<file path="src/rtl/sram_ctl.sv">
module sram_ctl #(
  parameter int AW       = 18,
  parameter int CW       = 16,
  parameter int CLK_PS   = 5000,
  parameter int T_RC_PS  = 45000,
  parameter int T_AA_PS  = 45000,
  parameter int T_OE_PS  = 20000,
  parameter int T_WC_PS  = 45000,
  parameter int T_WP_PS  = 35000,
  parameter int T_AW_PS  = 35000,
  parameter int T_DS_PS  = 20000,
  parameter int T_HZ_PS  = 15000,
  parameter int T_RDR_PS = 45000
) (
  input  logic          clk,
  input  logic          rst_n,
  input  logic          sleep,
  input  logic          req,
  input  logic          wr,
  input  logic [AW-1:0] addr,
  input  logic [15:0]   wdata,
  input  logic [1:0]    be,
  output logic          ack,
  output logic [15:0]   rdata,
  output logic [AW-1:0] mem_addr,
  output logic          mem_cs1_n,
  output logic          mem_cs2,
  output logic          mem_oe_n,
  output logic          mem_we_n,
  output logic          mem_lb_n,
  output logic          mem_ub_n,
  output logic [15:0]   mem_dq_o,
  output logic          mem_dq_oe,
  input  logic [15:0]   mem_dq_i
);

  function automatic int cyc(input int t_ps);
    int c;
    c = (t_ps + CLK_PS - 1) / CLK_PS;
    return (c < 1) ? 1 : c;
  endfunction

  function automatic int mx(input int a, input int b);
    return (a > b) ? a : b;
  endfunction

  localparam int N_RD  = mx(mx(cyc(T_RC_PS), cyc(T_AA_PS)), cyc(T_OE_PS));
  localparam int N_WP  = mx(mx(cyc(T_WP_PS), cyc(T_AW_PS)),
                            mx(cyc(T_DS_PS) + 1, cyc(T_WC_PS) - 1));
  localparam int N_HZ  = cyc(T_HZ_PS);
  localparam int N_RDR = cyc(T_RDR_PS);

  typedef enum logic [2:0] {
    S_IDLE, S_RET, S_RECOV, S_RD, S_RREL, S_WLO, S_WDRV, S_WHOLD
  } st_t;

  st_t           st;
  logic [CW-1:0] cnt;
  logic [1:0]    msk_q;
  logic          act;

  assign act       = (st == S_RD) || (st == S_WLO) || (st == S_WDRV);
  assign mem_cs1_n = !act;
  assign mem_cs2   = (st != S_RET);
  assign mem_oe_n  = (st != S_RD);
  assign mem_we_n  = !((st == S_WLO) || (st == S_WDRV));
  assign mem_lb_n  = !(act && msk_q[0]);
  assign mem_ub_n  = !(act && msk_q[1]);
  assign mem_dq_oe = (st == S_WDRV) || (st == S_WHOLD);

  always_ff @(posedge clk or negedge rst_n) begin
    if (!rst_n) begin
      st       <= S_IDLE;
      cnt      <= '0;
      ack      <= 1'b0;
      rdata    <= '0;
      mem_addr <= '0;
      mem_dq_o <= '0;
      msk_q    <= '0;
    end else begin
      ack <= 1'b0;
      case (st)
        S_IDLE:
          if (!ack) begin
            if (sleep) st <= S_RET;
            else if (req) begin
              mem_addr <= addr;
              mem_dq_o <= wdata;
              msk_q    <= wr ? be : 2'b11;
              if (!wr) begin
                st  <= S_RD;
                cnt <= CW'(N_RD - 1);
              end else if (be == 2'b00) ack <= 1'b1;
              else st <= S_WLO;
            end
          end
        S_RET:
          if (!sleep) begin
            st  <= S_RECOV;
            cnt <= CW'(N_RDR - 1);
          end
        S_RECOV:
          if (cnt == '0) st <= S_IDLE;
          else cnt <= cnt - 1'b1;
        S_RD:
          if (cnt == '0) begin
            rdata <= mem_dq_i;
            ack   <= 1'b1;
            st    <= S_RREL;
            cnt   <= CW'(N_HZ - 1);
          end else cnt <= cnt - 1'b1;
        S_RREL:
          if (cnt == '0) st <= S_IDLE;
          else cnt <= cnt - 1'b1;
        S_WLO: begin
          st  <= S_WDRV;
          cnt <= CW'(N_WP - 2);
        end
        S_WDRV:
          if (cnt == '0) begin
            st  <= S_WHOLD;
            ack <= 1'b1;
          end else cnt <= cnt - 1'b1;
        S_WHOLD: st <= S_IDLE;
        default: st <= S_IDLE;
      endcase
    end
  end


  no_contention_chk: assert property (@(posedge clk) disable iff (!rst_n)
    mem_dq_oe |-> mem_oe_n);


  oe_after_release_chk: assert property (@(posedge clk) disable iff (!rst_n)
    $fell(mem_oe_n) |-> !$past(mem_dq_oe));


  drive_after_we_chk: assert property (@(posedge clk) disable iff (!rst_n)
    $rose(mem_dq_oe) |-> !mem_we_n && !$past(mem_we_n));


  write_end_chk: assert property (@(posedge clk) disable iff (!rst_n)
    $rose(mem_we_n) |-> mem_cs1_n && mem_lb_n && mem_ub_n && mem_dq_oe && $stable(mem_addr));


  write_sel_chk: assert property (@(posedge clk) disable iff (!rst_n)
    !mem_we_n |-> !mem_cs1_n && mem_cs2 && mem_oe_n);


  addr_stable_chk: assert property (@(posedge clk) disable iff (!rst_n)
    (!mem_cs1_n && $past(!mem_cs1_n)) |-> $stable(mem_addr));


  ack_pulse_chk: assert property (@(posedge clk) disable iff (!rst_n)
    ack |=> !ack);


  retain_chk: assert property (@(posedge clk) disable iff (!rst_n)
    !mem_cs2 |-> mem_cs1_n && mem_we_n);

endmodule

</file>
<file path="config.mk">
export PLATFORM = sky130hd
export DESIGN_NAME = sram_ctl
export DESIGN_NICKNAME = d
export VERILOG_FILES = /design/src/rtl/sram_ctl.sv
export SDC_FILE = /design/constraint.sdc
export NUM_CORES = 1
export LEC_CHECK = 0
export BUFFER_PORTS_ARGS = -buffer_cell sky130_fd_sc_hd__buf_4
export CAP_MARGIN = 20
export CORE_ASPECT_RATIO = 1.75
export CORE_MARGIN = 8
export CORE_UTILIZATION = 50
export DETAILED_ROUTE_END_ITERATION = 10
export PLACE_DENSITY = 0.8
export SLEW_MARGIN = 20
export SYNTH_ARGS = -nofsm -noshare
export SYNTH_HDL_FRONTEND = slang
export SYNTH_SLANG_ARGS = --single-unit
</file>
<file path="constraint.sdc">
create_clock -name clk -period 3.5 [get_ports clk]
set_clock_uncertainty 0.05 [all_clocks]
set_input_delay 0.35 -clock clk [delete_from_list [all_inputs] [get_ports clk]]
set_output_delay 0.35 -clock clk [all_outputs]
set_load 0.01 [all_outputs]
</file>
Yosys cells after proc, flatten, opt, wreduce, memory -nomap -nowiden
Cells that the tools add are included.
{"block": "totals", "input_bits": 57, "out_inout_bits": 58, "reg_bits": 72, "elab_cells": 77}
{"block": "op_classes", "n_addsub": 1, "reduce_logical": 21, "mux": 26, "n_eq_ne": 20, "bitwise_logic": 2}
{"op": "$mux 16", "count": 7}
{"op": "$pmux 16 s5", "count": 1}
{"op": "$mux 3", "count": 9}
{"op": "$pmux 3 s7", "count": 1}
{"op": "$logic_not 16->1", "count": 1}
{"op": "$sub 16x1->16 const B", "count": 1}
{"op": "$reduce_and 7->1", "count": 2}
{"op": "$eq 3x3->1 const B", "count": 4}
{"op": "$ne 2x2->1 const B", "count": 6}
{"op": "$eq 3x2->1 const B", "count": 2}
{"op": "$mux 1", "count": 6}
{"op": "$ne 2x1->1 const B", "count": 3}
{"op": "$reduce_bool 5->1", "count": 1}
{"op": "$logic_not 1->1", "count": 4}
{"op": "$logic_or 1x1->1", "count": 4}
{"op": "$ne 4x4->1 const B", "count": 1}
{"op": "$reduce_and 4->1", "count": 1}
{"op": "$reduce_or 2->1", "count": 2}
{"op": "$eq 3x1->1 const B", "count": 1}
{"op": "$logic_not 3->1", "count": 1}
{"op": "$ne 3x1->1 const B", "count": 1}
{"op": "$ne 3x2->1 const B", "count": 1}
{"op": "$ne 3x3->1 const B", "count": 1}
{"op": "$reduce_or 3->1", "count": 1}
{"op": "6 further kinds", "count": 8}

Logic depth before layout (Yosys ltp)
Gate-level depths: netlist of the first run.
{"block": "depth", "ltp_word": 7, "depth_mapped": 9, "depth_no_buf": 7}

Least setup slack after synthesis of the first run
OpenSTA, ideal clock, no wires.
{"block": "synth_path", "path_type": "register to register", "start": "reg cnt[0]", "end": "reg rdata[10]", "required_ns": 3.325, "arrival_time_ns": 2.238, "setup_slack_ns": 1.087, "synth_period_minus_slack_ns": 2.413, "stages_incl_launch_ff": 9, "setup_time_ns": 0.125, "path_buffers": 2, "path_cell_list": "dfrtp_1 > inv_1 > ha_1 > or3b_2 > buf_2 > nor4_4 > nand3_2 > buf_2 > mux2_2"}
{"block": "synth_via", "elab_chain_cells": 2}
{"element": "from (decl)", "line_no": "58", "rtl": "logic [CW-1:0] cnt;"}
{"element": "from (signal assigned)", "line_no": "92", "rtl": "cnt <= CW'(N_RD - 1);"}
{"element": "from (signal assigned)", "line_no": "100", "rtl": "cnt <= CW'(N_RDR - 1);"}
{"element": "from (signal assigned)", "line_no": "104", "rtl": "else cnt <= cnt - 1'b1;"}
{"element": "$logic_not 16->1", "line_no": "106", "rtl": "if (cnt == '0) begin"}
{"element": "$reduce_and 2->1 (no source line)"}
{"element": "to (signal assigned)", "line_no": "107", "rtl": "rdata <= mem_dq_i;"}
{"element": "to (decl)", "line_no": "24", "rtl": "output logic [15:0] rdata,"}
Every way passes these cells.
A chain may end at the register's enable or synchronous reset.

Worst setup path after layout of the first run
{"block": "layout_path", "start": "reg cnt[0]", "end": "reg cnt[15]"}
{"block": "layout_via", "elab_chain_cells": 3, "word_cells_on_any_way": 7, "cone_classes": "1 x add/sub; 1 x eq/ne; 3 x mux; 2 x reduce/logical"}
{"element": "$sub 16x1->16 / $logic_not 16->1 (equally long branches)"}
{"element": "$mux 16 (tied with other cells)", "line_no": "103, 113, 120"}
{"element": "$pmux 16 s5 / $reduce_and 7->1 (equally long branches)"}
Parallel ways exist; a longest one is shown, timed or not. The select of a mux whose other input is x is not followed.

==> results of run 1 <==
worst max-delay path by stage:
stage	cells past startpoint	slack, ps	endpoint	from
finish	7	580	cnt[15]	cnt[0]
global route	7	410	cnt[15]	cnt[0]
CTS	7	580	cnt[15]	cnt[0]
detailed placement	7	600	cnt[15]	cnt[0]
global placement	7	770	cnt[4]	cnt[0]
floorplan	8	1090	rdata[10]	cnt[0]
cell families after synthesis:
| kind of cell | after synthesis |
|---|---|
| simple gates | 168 |
| flops | 72 |
| compound gates | 51 |
| buf+inv | 24 |
| mux | 20 |
| xor+xnor | 2 |
| fa+ha+maj | 1 |
sequential cells by signal, summed over array words and instances, names as in the netlist:
signal	count
mem_addr	18
cnt	16
ack	1
st	3
rdata	16
mem_dq_o	16
msk_q	2
cells in the final DEF (no fill, tap or decap), types with 2 or more instances in the layout:
cell type / count
a31oi_1: 2
or4_1: 3
a21oi_1: 3
inv_1: 6
clkbuf_16: 9
or3_1: 4
o41ai_1: 2
nor4_4: 2
nor2b_1: 3
o32a_1: 3
mux2i_1: 3
nor3_1: 12
bufinv_16: 2
a211o_1: 3
nand3b_1: 2
o31ai_1: 9
o21ai_0: 14
xor2_1: 2
inv_6: 2
o211ai_1: 2
buf_4: 120
mux2_2: 17
dfrtp_1: 72
nor4_1: 5
nand2_1: 117
a211oi_1: 2
nor2_1: 12
a22o_1: 3
through the flow:
stage          hold slack, ps  setup WS [ps]  total power, uW
4_1_cts                   117            584             4600
5_1_grt                   143            413             4890
2_1_floorplan            4.41           1090             2670
6_report                 90.2            577             4570
3_5_place_dp              414            600             3580
3_3_place_gp              409            768             3480
final cells by class:
cell class,count,area (um^2)
Clock buffer,10,239
Clock inverter,6,90.1
Fill cell,527,1900
Inverter,7,26.3
Multi-Input combinational cell,242,1380
Sequential cell,72,1800
Tap cell,82,103
Timing Repair Buffer,120,901
power by group:
part / internal (uW) / total [uW] / switching (uW) / leakage (uW)
Combinational: 968 / 2060 / 1100 / 0.00124
Clock: 646 / 992 / 346 / 0.000159
Sequential: 1220 / 1510 / 294 / 0.000894
Total: 2830 / 4570 / 1740 / 0.00229
routing by layer:
metal | vias to the layer above | GRT usage | routed length [um]
met2 | 107 | 0.352 | 4910
met1 | 1397 | 0.204 | 3260
met5 | - | 0 | 0
li1 | 1403 | - | -
met4 | 0 | 0.0926 | 241
met3 | 18 | 0.0626 | 650
==> impl_metrics.ini, run 1 <==
[synth]
synth_commonest_cells = nand2_1 (117), dfrtp_1 (72), mux2_2 (17)
synth-main-ff-cell = dfrtp_1
async_flop_share = 1.00
synth-compound-area-share = 0.110
synth_most_common_cell = nand2_1
synthAdderAreaFrac = 0.00381
syn_avg_cell_area_um2 = 9.71
synthMuxAreaShare = 0.0675
ys_ff_latch = 72
ys_warn_count = 0
synthCells = 338
netlist_area_um2 = 3280
synth_top_area_share = 0.549
ys_types = 45
synth_top_area_cell = dfrtp_1
synth_simple_gate_area_frac = 0.233
synth_xor_area_frac = 0.00534
synth_top_family_by_area = simple AND/OR/NAND/NOR gates
synth_edf_count = 0
ys_seq_area_frac = 0.549
synth_nets = 396
synthTopCellsByArea = dfrtp_1 (55%), nand2_1 (13%), mux2_2 (5.8%)

[setup_path]
path_max_fanout = 14
crit_slowest_cell = nor4_4
critPathBufInv = 1
reg2reg_slack_ps = 580
worstPathArrival_ps = 3120
path_cells = inv_1 > ha_1 > or3b_2 > or3_1 > nor4_4 > nor2_1 > a31oi_1
required_ps = 3700
r2r-start = cnt[0]
cp-start-kind = flip-flop
crit_family = simple AND/OR/NAND/NOR gates
endpoint_kind = flip-flop
reg2reg_depth = 7
crit_type = flip-flop to flip-flop
regToRegEndpoint = cnt[15]
slowest_delay_ps = 660

[routing]
via_count = 2925
drt_iter0_markers = 227
wl_um = 9060
drcViolationCount = 0
firstDrtPassIters = 4
avgViaCountPerCell = 5.43
wire_per_inst_um = 16.8
antenna_left = 0

[cts]
clock-sinks = 72
clk_pin_slew_ps = 60
clock_latency_ps = 340
post_cts_buffers = 0
numCtsBuffers = 9
htree_levels = 3
cts_resized = 0
cts_tree = done
hold_buffers = 0
root_buffer = clkbuf_16
cts_buffer_depth = 2

[floorplanning]
core_area_um2 = 6440
initial_utilization = 0.510
io_pins = 115
die_area_um2 = 9510
die_w_um = 77.2
rows = 39
die_y_um = 123

[worst_hold_path]
hp-class = input port to async pin

[power_and_ir_drop]
p_leak_uw = 0.00229
ir_drop_uv = 623
p_per_area_nw_per_um2 = 1010

[sta]
setup_viol = 0
min_period_ps = 2920
finalCritPeriodShare = 0.835
worst_slew_pin_slew_ps = 976
slew_violations = 0
max_freq_mhz = 342
rsz0062_at_grt = false
fin_tns_setup_ps = 0
finalHoldViolations = 0
slew_headroom = 0.347

[layout]
area_growth_pct = 38.3
layout.cells.non_filler = 539
fin_util = 0.705
diodes = 0
layout.nets = 510
fin_area_um2 = 4540
drive_gt1_frac = 0.352

[placed_design]
placed_cell_area_um2 = 4210
place_congestion = 0.815
hpwl_um = 6580
place_inst = 523
port_buffers = 114

[global_routing]
antenna_found_initial = 0
overflow = 0
grt_pass1_wl_um = 14800
grt_start_max_net_pins = 73
grt_usage = 0.197
grt_pass1_vias = 2995

[outcome]
outcome = completed

[flow_run]
cap_violations = 0
No activity file was read; power rests on OpenSTA's default activity.
==> run 2, diff against run 1 <==
- CORE_UTILIZATION: 50 -> 45
- PLACE_DENSITY: 0.8 -> 0.76
- clock period: 3.5 -> 2.65 ns (I/O delays scaled with it)
==> run 2 against run 1 <==
Effect of this change: the flow now finishes with violations (hold timing); power is 32% higher; global-route usage down 1.4 points; final area increased by 1.1%; core utilization shrank 6.1 points; non-clock buffer count increased by 9; combinational power increased by 36%; flip-flop and latch count unchanged; sequential power increased by 30%; largest power group unchanged; critical path type unchanged; routed wire length increased by 0.74%; register-to-register slack worse by 490 ps; largest cell class unchanged; die area increased by 9.2%.
==> impl_metrics.ini, run 2 (synthesized netlist as in run 1, its figures left out) <==
[layout]
area_growth_pct = 39.8
largest_reg_flops = 18
fin_util = 0.644
final_common_cell = buf_4
diodes = 0
drive_gt1_frac = 0.363
final_cell_mix = buf_4 (129), nand2_1 (117), dfrtp_1 (72), mux2_2 (17), o21ai_0 (14)
regMostFlops = mem_addr
layout.nets = 519

[cts]
root_buffer = clkbuf_16
cts_tree = done
htree_levels = 3
clock_latency_ps = 330
cts_buffer_depth = 2
numCtsBuffers = 9
clock-sinks = 72
clk_pin_slew_ps = 50
hold_buffers = 0

[global_routing]
antenna_found_initial = 0
grt_pass1_wl_um = 14700
overflow = 0
grt_start_max_net_pins = 73
grt_usage = 0.182
grt_pass1_vias = 2975

[routing]
via_count = 2935
avgViaCountPerCell = 5.32
drt_iter0_markers = 179
drcViolationCount = 0
wl_um = 9130
firstDrtPassIters = 5
antenna_left = 0
wire_per_inst_um = 16.5

[sta]
min_period_ps = 2560
finalCritPeriodShare = 0.966
timing.hold.ws_ps = -1.13
layout_setup_ws_ps = 89.1
max_freq_mhz = 390
setup_viol = 0
fin_tns_setup_ps = 0
worst_slew_pin_slew_ps = 897
slew_headroom = 0.402
finalHoldViolations = 3
slew_violations = 0

[floorplanning]
rows = 41
die_area_um2 = 10400
die_y_um = 129
initial_utilization = 0.460
core_area_um2 = 7130
die_w_um = 80.6
io_pins = 115

[outcome]
violations = hold timing
outcome = finished with violations

[setup_path]
reg2reg_depth = 8
reg2reg_slack_ps = 90
endpoint_kind = flip-flop
path_max_fanout = 9
crit_start = cnt[0]
required_ps = 2870
cp-start-kind = flip-flop
worstPathArrival_ps = 2780
crit_type = flip-flop to flip-flop
r2r-start = cnt[0]
regToRegEndpoint = cnt[4]

[placed_design]
dp_slack_ps = 129
hpwl_um = 6760
place_congestion = 0.873
port_buffers = 114

[power_and_ir_drop]
p_leak_uw = 0.00233
total_power_uw = 6010
ir_drop_uv = 678
p_per_area_nw_per_um2 = 1310

[flow_run]
cap_violations = 0

[worst_hold_path]
hp-class = input port to async pin
-- run 2: stage by stage --
step                instance area [um^2]  instances
finish                              4590        552
global route                        4590        552
floorplan                           3280        338
global placement                    4270        535
detailed placement                  4270        535
CTS                                 4580        551
-- run 2: area by class of cell --
cell class	count	area (um^2)
flip-flops and latches	72	1800
clock inverters	4	51.3
inverters	7	26.3
well taps	86	108
repair buffers	129	968
fillers	592	2540
clock buffers	12	256
multi-input cells	242	1380
-- run 2: worst max-delay path by stage --
stage / endpoint / slack (ps)
detailed placement: cnt[4] / 130
finish: cnt[4] / 90
global route: cnt[4] / -20
floorplan: rdata[10] / 240
CTS: cnt[4] / 130
global placement: cnt[4] / 210
-- run 2: repair_timing --
item | in CTS | in global routing
resized for setup | 0 | 0
endpoints found under the setup margin | 0 | 2
setup buffers | 0 | 1
-- run 2: report_power, final --
group	switching (uW)	total [uW]	leakage [uW]	internal, uW
sequential	363	1970	0.000894	1610
combinational	1470	2810	0.00128	1340
clock	451	1230	0.000149	782
total	2280	6010	0.00233	3730
-- run 2: critical path, cell delays in order (launching register included) --
cell	delay, ps
dfrtp_1	380
inv_1	90
ha_1	190
or3b_2	510
or3_1	420
nor4_4	380
buf_4	240
a211o_1	110
a22o_1	130
-- run 2: routing by layer --
metal  vias to the layer above  routed length [um]  share of wire  GRT usage
met5                         -                   0              0          0
met4                         0                 323          0.035     0.0981
met3                        27                 616          0.067     0.0489
met2                       110                4900           0.54      0.313
met1                      1390                3290           0.36      0.195
li1                       1408                   -              -          -
==> run 3, diff against run 2 <==
- CELL_PAD_IN_SITES_DETAIL_PLACEMENT: default -> 0
- CELL_PAD_IN_SITES_GLOBAL_PLACEMENT: default -> 2
- CORE_UTILIZATION: 45 -> 26
- PLACE_DENSITY: 0.76 -> default
- PLACE_DENSITY_LB_ADDON: default -> 0.1
- SKIP_CTS_REPAIR_TIMING: default -> 1
- SLEW_MARGIN: 20 -> default
==> run 3 against run 2 <==
Effect of this change: the run now ends clean; routed wire length rose by 15%; die area grew 60%; sequential power hardly changed; maximum frequency increased by 2.5%; highest routed layer unchanged; largest cell class unchanged; final area up 3.8%; critical path depth up 1.
==> impl_metrics.ini, run 3 (synthesized netlist as in run 1, its figures left out) <==
[setup_path]
cp-start-kind = flip-flop
crit_slowest_cell = or3b_2
worstPathArrival_ps = 2690
path_cells = inv_1 > ha_1 > or3b_2 > nor4_4 > buf_6 > nand3_2 > buf_4 > a211o_1 > o21ai_0
crit_family = simple AND/OR/NAND/NOR gates
slowest_delay_ps = 510
endpoint_kind = flip-flop
reg2reg_slack_ps = 150
r2r-start = cnt[0]
crit_start = cnt[0]
crit_type = flip-flop to flip-flop
required_ps = 2840
path_max_fanout = 17
critPathBufInv = 3

[placed_design]
port_buffers = 114
place_congestion = 0.792
hpwl_um = 7910
dp_slack_ps = 87.0

[sta]
rsz0062_at_grt = false
finalCritPeriodShare = 0.943
worst_slew_pin_slew_ps = 963
layout_setup_ws_ps = 151
slew_headroom = 0.358
setup_viol = 0
finalHoldViolations = 0
slew_violations = 0
min_period_ps = 2500
max_freq_mhz = 400
fin_tns_setup_ps = 0

[power_and_ir_drop]
sw_frac_of_total = 0.378
pwr-share-seq = 0.316
p_clk_frac = 0.211
pwr-share-comb = 0.473
ir_drop_uv = 460
p_leak_uw = 0.00237
switchingPower_uw = 2350
intPower_uw = 3850
p_per_area_nw_per_um2 = 1300

[flow_run]
cap_violations = 0

[layout]
final_common_cell = buf_4
diodes = 0
drive_gt1_frac = 0.372
layout.nets = 525
nFillCells = 1328
final_cell_mix = buf_4 (132), nand2_1 (117), dfrtp_1 (72), mux2_2 (17), o21ai_0 (14)
area_growth_pct = 45.1
regMostFlops = mem_addr
largest_reg_flops = 18

[global_routing]
grt_usage = 0.128
grt_pass1_wl_um = 16200
grt_pass1_vias = 2898
overflow = 0
antenna_found_initial = 0
grt_start_max_net_pins = 73

[routing]
wl_um = 10500
firstDrtPassIters = 4
wire_per_inst_um = 16.5
avgViaCountPerCell = 4.58
via_count = 2929
drcViolationCount = 0
antenna_left = 0
drt_iter0_markers = 136

[floorplanning]
die_w_um = 101
initial_utilization = 0.264
die_y_um = 165
io_pins = 115
core_area_um2 = 12400
die_area_um2 = 16600
rows = 54

[cts]
htree_levels = 3
cts_tree = done
numCtsBuffers = 9
root_buffer = clkbuf_16
clk_pin_slew_ps = 60
cts_buffer_depth = 2
clock-sinks = 72
clock_latency_ps = 330

[worst_hold_path]
hp-class = input port to async pin

[outcome]
outcome = completed
-- run 3: power by group through the flow --
stage | sequential (uW) | clock, uW | combinational, uW
CTS | 1970 | 1350 | 2980
global placement | 1970 | 0 | 2960
global route | 2040 | 1390 | 3250
finish | 1960 | 1310 | 2930
detailed placement | 1990 | 0 | 2970
floorplan | 2080 | 0 | 1440
-- run 3: worst paths after layout --
| check | to | cells after the start |
|---|---|---|
| worst max-delay path | cnt[1] | 9 |
| max in group asynchronous | cnt[1] | 1 |
| worst max register to register | cnt[1] | 9 |
| min in group clk | mem_dq_o[13] | 3 |
| worst min register to register | mem_addr[3] | 2 |
| worst min-delay path | mem_addr[0] | 1 |
-- run 3: per-stage QoR --
stage	power, uW	hold slack [ps]	area (um^2)	utilization	instances
after detailed placement	4960	411	4420	0.355	621
after floorplan	3520	-80.6	3280	-	338
after CTS	6300	57.5	4740	0.381	636
after global placement	4930	405	4410	0.355	620
final	6200	20.6	4760	0.383	639
after global routing	6690	63.0	4760	0.383	639
-- run 3: routing by layer --
metal  track usage  vias up  part of all wire
met5             0        -                 0
met4        0.0545        0             0.022
met3        0.0355       13             0.062
met2         0.231       80              0.54
met1         0.134     1409              0.37
li1              -     1427                 -
-- run 3: area by class of cell --
class                      count  area [um^2]  share of cell area
sequential                    72         1800               0.378
multi-input combinational    242         1380               0.289
timing repair buffer         135         1030               0.216
clock buffer                  10          239              0.0502
tap                          168          210              0.0441
clock inverter                 5         81.3              0.0171
inverter                       7         26.3             0.00552
